`src/rtl/ptp_tod_pkg.sv`:
```
// Shared constants for the time-of-day counter: register addresses,
// word width and the nanosecond rollover limit.
package ptp_tod_pkg;
    localparam int unsigned WORD_W   = 32;
    localparam int unsigned ADDR_W   = 3;
    localparam int unsigned TRIM_W   = 31;
    localparam logic [WORD_W-1:0] NS_PER_SEC = 32'd1_000_000_000;

    localparam logic [ADDR_W-1:0] A_LATCH = 3'd0;
    localparam logic [ADDR_W-1:0] A_NS    = 3'd1;
    localparam logic [ADDR_W-1:0] A_SEC   = 3'd2;
    localparam logic [ADDR_W-1:0] A_TRIM  = 3'd3;
    localparam logic [ADDR_W-1:0] A_IRQEN = 3'd4;
endpackage

```
`src/rtl/ptp_rate_trim.sv`:
```
// Fractional rate trim. Accumulates a sign-magnitude correction in a
// FRAC_W-bit fraction (unit 2^-FRAC_W ns) and turns each carry or borrow
// into one extra or one missing nanosecond for this clock's step.
// Assumes FRAC_W >= TRIM_W so the magnitude fits the accumulator.
module ptp_rate_trim #(
    parameter int unsigned STEP_NS = 8,
    parameter int unsigned FRAC_W  = 32,
    parameter int unsigned STEP_W  = 5
) (
    input  logic                                clk,
    input  logic                                rst_n,
    input  logic                                clear,
    input  logic                                trim_neg,
    input  logic [ptp_tod_pkg::TRIM_W-1:0]      trim_mag,
    output logic [STEP_W-1:0]                   step
);
    logic [FRAC_W-1:0] frac_q;
    logic [FRAC_W:0]   acc;
    logic [FRAC_W:0]   mag_ext;
    logic              ovf;

    // Next fraction and the carry or borrow it produces.
    always_comb begin
        mag_ext = (FRAC_W+1)'(trim_mag);
        if (trim_neg) acc = {1'b0, frac_q} - mag_ext;
        else          acc = {1'b0, frac_q} + mag_ext;
        ovf = acc[FRAC_W];
    end

    // Nanosecond step for this edge: nominal, one more, or one less.
    always_comb begin
        if (trim_neg) step = STEP_W'(STEP_NS) - STEP_W'(ovf);
        else          step = STEP_W'(STEP_NS) + STEP_W'(ovf);
    end

    // Fraction register, cleared on reset, on trim writes and on time loads.
    always_ff @(posedge clk) begin
        if (!rst_n || clear) frac_q <= '0;
        else                 frac_q <= acc[FRAC_W-1:0];
    end
endmodule

```
`src/rtl/ptp_tod_counter.sv`:
```
// Live seconds/nanoseconds counter. Adds the per-edge step, wraps the
// nanoseconds at one billion with a carry into seconds, and loads both
// words at once on a commit. Assumes step is far below one billion.
module ptp_tod_counter #(
    parameter int unsigned STEP_W = 5
) (
    input  logic                               clk,
    input  logic                               rst_n,
    input  logic                               load,
    input  logic [ptp_tod_pkg::WORD_W-1:0]     load_sec,
    input  logic [ptp_tod_pkg::WORD_W-1:0]     load_ns,
    input  logic [STEP_W-1:0]                  step,
    output logic [ptp_tod_pkg::WORD_W-1:0]     tod_sec,
    output logic [ptp_tod_pkg::WORD_W-1:0]     tod_ns,
    output logic                               wrap_pulse
);
    import ptp_tod_pkg::*;

    logic [WORD_W:0] ns_sum;
    logic            wrap;

    // Sum of the current nanoseconds and the step, and the rollover test.
    always_comb begin
        ns_sum = {1'b0, tod_ns} + (WORD_W+1)'(step);
        wrap   = (ns_sum >= {1'b0, NS_PER_SEC});
    end

    // Time registers: a load wins over advancing; a rollover carries.
    always_ff @(posedge clk) begin
        if (!rst_n) begin
            tod_sec    <= '0;
            tod_ns     <= '0;
            wrap_pulse <= 1'b0;
        end else if (load) begin
            tod_sec    <= load_sec;
            tod_ns     <= load_ns;
            wrap_pulse <= 1'b0;
        end else if (wrap) begin
            tod_sec    <= tod_sec + 1'b1;
            tod_ns     <= WORD_W'(ns_sum - {1'b0, NS_PER_SEC});
            wrap_pulse <= 1'b1;
        end else begin
            tod_ns     <= ns_sum[WORD_W-1:0];
            wrap_pulse <= 1'b0;
        end
    end
endmodule

```
`src/rtl/ptp_tod_regs.sv`:
```
// Register port: snapshot on a latch read, staged nanoseconds committed
// by the seconds write, sign-magnitude trim word and interrupt enable.
// Assumes one access per clock; read data is a pure address decode.
module ptp_tod_regs (
    input  logic                               clk,
    input  logic                               rst_n,
    input  logic                               reg_wr,
    input  logic                               reg_rd,
    input  logic [ptp_tod_pkg::ADDR_W-1:0]     reg_addr,
    input  logic [ptp_tod_pkg::WORD_W-1:0]     reg_wdata,
    output logic [ptp_tod_pkg::WORD_W-1:0]     reg_rdata,
    input  logic [ptp_tod_pkg::WORD_W-1:0]     live_sec,
    input  logic [ptp_tod_pkg::WORD_W-1:0]     live_ns,
    output logic                               commit,
    output logic [ptp_tod_pkg::WORD_W-1:0]     commit_ns,
    output logic                               trim_neg,
    output logic [ptp_tod_pkg::TRIM_W-1:0]     trim_mag,
    output logic                               trim_clear,
    output logic                               irq_en
);
    import ptp_tod_pkg::*;

    logic [WORD_W-1:0] snap_sec, snap_ns;
    logic              trim_wr;

    // Write strobes decoded from the address.
    always_comb begin
        commit     = reg_wr && (reg_addr == A_SEC);
        trim_wr    = reg_wr && (reg_addr == A_TRIM);
        trim_clear = commit || trim_wr;
    end

    // Snapshot pair, captured together on a latch read.
    always_ff @(posedge clk) begin
        if (!rst_n) begin
            snap_sec <= '0;
            snap_ns  <= '0;
        end else if (reg_rd && (reg_addr == A_LATCH)) begin
            snap_sec <= live_sec;
            snap_ns  <= live_ns;
        end
    end

    // Staged nanoseconds, trim word and interrupt enable.
    always_ff @(posedge clk) begin
        if (!rst_n) begin
            commit_ns <= '0;
            trim_neg  <= 1'b0;
            trim_mag  <= '0;
            irq_en    <= 1'b0;
        end else if (reg_wr) begin
            if (reg_addr == A_NS)    commit_ns <= reg_wdata;
            if (reg_addr == A_TRIM)  {trim_neg, trim_mag} <= reg_wdata;
            if (reg_addr == A_IRQEN) irq_en <= reg_wdata[0];
        end
    end

    // Read mux.
    always_comb begin
        case (reg_addr)
            A_NS:    reg_rdata = snap_ns;
            A_SEC:   reg_rdata = snap_sec;
            A_TRIM:  reg_rdata = {trim_neg, trim_mag};
            A_IRQEN: reg_rdata = {{(WORD_W-1){1'b0}}, irq_en};
            default: reg_rdata = '0;
        endcase
    end
endmodule

```
`src/rtl/ptp_tod_clock.sv`:
```
// Top of the time-of-day counter with rate trim. Wires the register
// port, the fractional trim and the live counter, and gates the
// seconds-rollover pulse with the interrupt enable.
module ptp_tod_clock #(
    parameter int unsigned STEP_NS = 8,
    parameter int unsigned FRAC_W  = 32
) (
    input  logic        clk,
    input  logic        rst_n,
    input  logic        reg_wr,
    input  logic        reg_rd,
    input  logic [2:0]  reg_addr,
    input  logic [31:0] reg_wdata,
    output logic [31:0] reg_rdata,
    output logic        sec_wrap_irq
);
    import ptp_tod_pkg::*;

    localparam int unsigned STEP_W = $clog2(STEP_NS + 2) + 1;

    logic              commit, trim_clear, trim_neg, irq_en, wrap_q;
    logic [WORD_W-1:0] commit_ns, tod_sec, tod_ns;
    logic [TRIM_W-1:0] trim_mag;
    logic [STEP_W-1:0] step;

    ptp_tod_regs u_regs (
        .clk(clk), .rst_n(rst_n), .reg_wr(reg_wr), .reg_rd(reg_rd),
        .reg_addr(reg_addr), .reg_wdata(reg_wdata), .reg_rdata(reg_rdata),
        .live_sec(tod_sec), .live_ns(tod_ns), .commit(commit),
        .commit_ns(commit_ns), .trim_neg(trim_neg), .trim_mag(trim_mag),
        .trim_clear(trim_clear), .irq_en(irq_en)
    );

    ptp_rate_trim #(.STEP_NS(STEP_NS), .FRAC_W(FRAC_W), .STEP_W(STEP_W)) u_trim (
        .clk(clk), .rst_n(rst_n), .clear(trim_clear),
        .trim_neg(trim_neg), .trim_mag(trim_mag), .step(step)
    );

    ptp_tod_counter #(.STEP_W(STEP_W)) u_cnt (
        .clk(clk), .rst_n(rst_n), .load(commit), .load_sec(reg_wdata),
        .load_ns(commit_ns), .step(step), .tod_sec(tod_sec),
        .tod_ns(tod_ns), .wrap_pulse(wrap_q)
    );

    // Rollover interrupt, gated by the software enable.
    assign sec_wrap_irq = wrap_q && irq_en;
endmodule

```
`config.mk`:
```
export PLATFORM = sky130hd
export DESIGN_NAME = ptp_tod_clock
export DESIGN_NICKNAME = d
export VERILOG_FILES = /design/src/rtl/ptp_tod_pkg.sv /design/src/rtl/ptp_rate_trim.sv /design/src/rtl/ptp_tod_counter.sv /design/src/rtl/ptp_tod_regs.sv /design/src/rtl/ptp_tod_clock.sv
export SDC_FILE = /design/constraint.sdc
export NUM_CORES = 1
export LEC_CHECK = 0
export ABC_AREA = 0
export BUFFER_PORTS_ARGS = -buffer_cell sky130_fd_sc_hd__buf_2
export CAP_MARGIN = 20
export CORE_MARGIN = 4
export CORE_UTILIZATION = 53
export DETAILED_ROUTE_END_ITERATION = 16
export PLACE_DENSITY_LB_ADDON = 0.25
export SLEW_MARGIN = 10
export SYNTH_ARGS = -nofsm -noshare
export SYNTH_HDL_FRONTEND = slang
export SYNTH_HIERARCHICAL = 1
export SYNTH_SLANG_ARGS = --single-unit
```
`constraint.sdc`:
```
create_clock -name clk -period 9.1 [get_ports clk]
set_input_delay 0.455 -clock clk [delete_from_list [all_inputs] [get_ports clk]]
set_output_delay 0.455 -clock clk [all_outputs]
set_load 0.01 [all_outputs]
```
==> flow_summary.ini <==
[cts]
h-tree-depth = 1
clock-root-buffer = clkbuf_16
clk-insertion-delay-late_ns = 0.52
clockBufferDepth = 3
cts_tree = done
hold_buffers = 0
clock-sinks = 226
clkTransAtPathRegs_ns = 0.06
cts_buffers = 25

[placed_design]
port_buffers = 71
post-place-ws_ns = 0.526
dpl.hpwl_mm = 29.8
gp_routability_congestion = 0.972

[worst_setup_path]
critPathMaxFanout = 30
start_kind = flip-flop
criticalPathCategory = flip-flop to flip-flop
crit_arrival_ns = 8.75
cpMaxStageDelayCell = a311oi_1
crit_path_max_incr_delay_ns = 0.51
end_kind = flip-flop
worst_ep_required_time_ns = 9.49

[global_route]
grt_pass1_wl_mm = 64.9
gr-total-overflow = 0
grt_pass1_vias = 11906
grt_max_degree = 113
grt.total_usage_pct = 27.2
antenna_found_initial = 0

[floorplanning]
die_x_um = 172
rows = 59
coreArea_um2 = 26200
die-area_um2 = 29500
die_h_um = 172
start_util_pct = 54.2
io_pins = 72

[power]
powerDensity_nw_per_um2 = 207
ir_worst_vdd_mv = 0.127
p_leak_nw = 5.65
finalPower_mw = 3.18

[detailed_routing]
dr_total_vias = 12756
drt_wl_total_mm = 41.4
ant_nets = 0
first_pass_iters = 5
wl_per_cell_um = 19.8
drc = 0
first_iter_violations = 1225
drt-vias-per-instance = 6.12

[sta]
slew-limit-headroom_pct = 31.9
finalSetupViolCount = 0
fin_tns_setup_ns = 0
hold_violations = 0
timing.final.ws_setup_ns = 0.741
drv_slew = 0
fin_crit_sh_pct = 91.9
rsz0062_at_grt = false
max_freq_mhz = 120
clock-skew-final_ns = 0.0140
fin_crit_ns = 8.36
worst_pin_slew_ns = 1.02

[yosys]
synth.distinct_cells = 97
ys_async_sr_fraction_pct = 0
synth_ff_type = dfxtp_1
syn_nets = 1808
postSynthCellCount = 1727
ys_seq_area_share_pct = 31.9
synth_area_um2 = 14200
ys_warn_count = 6
avgSynthCellArea_um2 = 8.22
synth-edff-count = 0
synth_seq_cells = 226

[final_layout]
syn_to_final_growth_pct = 8.08
fin_nets = 1814
seq_area_um2 = 4520
fin_util_pct = 58.6
drive_above_1_share_pct = 10.5
fillers = 2355
n_antenna_cell = 0
multi_input_area_um2 = 8860

[run_status]
status = complete, no violations

[job]
cap_violations = 0

[min_path]
hold_class = input pin to flip-flop
registers in the layout, indices dropped and copies added, names as in the netlist:
signal            cells
u_trim/frac_q        32
u_cnt/wrap_pulse      1
u_regs/trim_neg       1
u_regs/trim_mag      31
u_regs/irq_en         1
u_regs/commit_ns     32
u_cnt/tod_ns         32
u_regs/snap_ns       32
u_regs/snap_sec      32
u_cnt/tod_sec        32
cells by family (layout without fill, tap and decap cells):
kind of cell | after synthesis | count (layout) | share of synthesized area [%]
multiplexers | 169 | 169 | 11.9
AND/OR/NAND/NOR | 690 | 690 | 23.9
other | 1 | 1 | 0.0264
AO/OA/AOI/OAI | 312 | 312 | 15.1
buffers and inverters | 168 | 192 | 5.90
XOR/XNOR | 119 | 119 | 7.47
flip-flops | 226 | 226 | 31.9
adder cells (fa/ha/maj) | 42 | 42 | 3.81
Yosys cell counts, types with 7 or more instances:
cell type	number	area share (%)
and4_1	11	0.68
buf_4	8	0.42
a31oi_1	13	0.57
nand4_1	25	1.1
nor3b_1	17	0.90
clkbuf_1	60	1.6
nor3_1	41	1.4
nor2_1	102	2.7
and2_1	11	0.48
inv_1	53	1.4
o22ai_1	7	0.31
nand2b_1	12	0.53
nor4b_2	9	0.95
o21ai_0	70	2.5
buf_2	27	0.95
o211ai_1	12	0.63
nor2b_1	9	0.40
a21o_1	15	0.79
and3_1	11	0.48
nand2_1	332	8.8
nand3_1	42	1.5
nor4_1	21	0.93
mux2i_1	169	12
xor2_1	29	1.8
a21oi_1	68	2.4
o21ai_1	17	0.60
xnor2_1	89	5.5
o32ai_1	34	2.1
dfxtp_1	226	32
buf_1	7	0.19
ha_1	40	3.5
layout by cell type, fill, tap and decap left out, types with 5 or more instances in the layout:
master       n
clkbuf_16   25
nor2b_1      9
clkbuf_1     7
nand2_1    331
nand2b_1    12
o21a_1       5
or2_2        5
a21oi_1     67
nor4b_2      8
a31oi_1     13
inv_1       53
xor2_1      29
o32ai_1     34
nand3_1     42
o21ai_0     70
and4_1      11
dfxtp_1    226
o22ai_1      7
o21ai_1     17
xnor2_1     89
nand4_1     25
o31ai_1      5
and3_1      11
nor4_1      21
or3_1        5
nor2_1     102
buf_2       70
mux2i_1    169
nor3b_1     16
a211oi_1     6
a21o_1      15
buf_4       21
o211ai_1    12
nor3_1      41
and2_1      11
clkbuf_8     6
ha_1        40
power by group:
part	total (mW)	internal [mW]	switching [mW]
sequential	1.11	1.07	0.0435
clock	0.969	0.556	0.413
combinational	1.10	0.424	0.680
cell type report:
cell class / count / area share (%)
multi-input cells: 1333 / 57.7
flip-flops and latches: 226 / 29.5
clock buffers: 38 / 4.79
repair buffers: 94 / 3.69
well taps: 335 / 2.73
inverters: 53 / 1.30
clock inverters: 7 / 0.302
timing repair:
action / CTS / global route
setup buffers: 0 / 4
endpoints found under the setup margin: 0 / 53
resized for setup: 0 / 1
critical path, delay by kind of cell (launching register included):
family,cells,cell delay [ns]
xor+xnor,2,0.31
flops,1,0.34
buf+inv,2,0.40
simple gates,13,3.09
fa+ha+maj,3,0.95
compound gates,12,3.13
path summary, 6_finish.rpt:
path	slack (ns)	endpoint	cells past startpoint	from
hold reg to reg	0.45	u_cnt/tod_ns[22]	2	u_regs/commit_ns[22]
hold / removal	0.15	u_cnt/tod_sec[29]	3	reg_wdata[29]
setup / recovery	0.74	u_cnt/tod_sec[27]	32	u_regs/trim_mag[1]
setup reg to reg	0.74	u_cnt/tod_sec[27]	32	u_regs/trim_mag[1]
metrics by stage:
step / cells / hold WS, ns / area [um2]
floorplan: 1727 / 0.425 / 14200
global placement: 2036 / 0.440 / 14500
detailed placement: 2037 / 0.442 / 14500
CTS: 2082 / 0.136 / 15300
global route: 2086 / 0.154 / 15300
finish: 2086 / 0.147 / 15300
layer usage:
layer  wire length (um)  global-route usage (%)  vias up
li1                   -                       -     6125
met1              19000                    39.0     6064
met2              18600                    43.5      498
met3               2970                    3.86       69
met4                816                    6.30        0
met5                  0                       0        -
No activity file was read; power rests on OpenSTA's default activity.
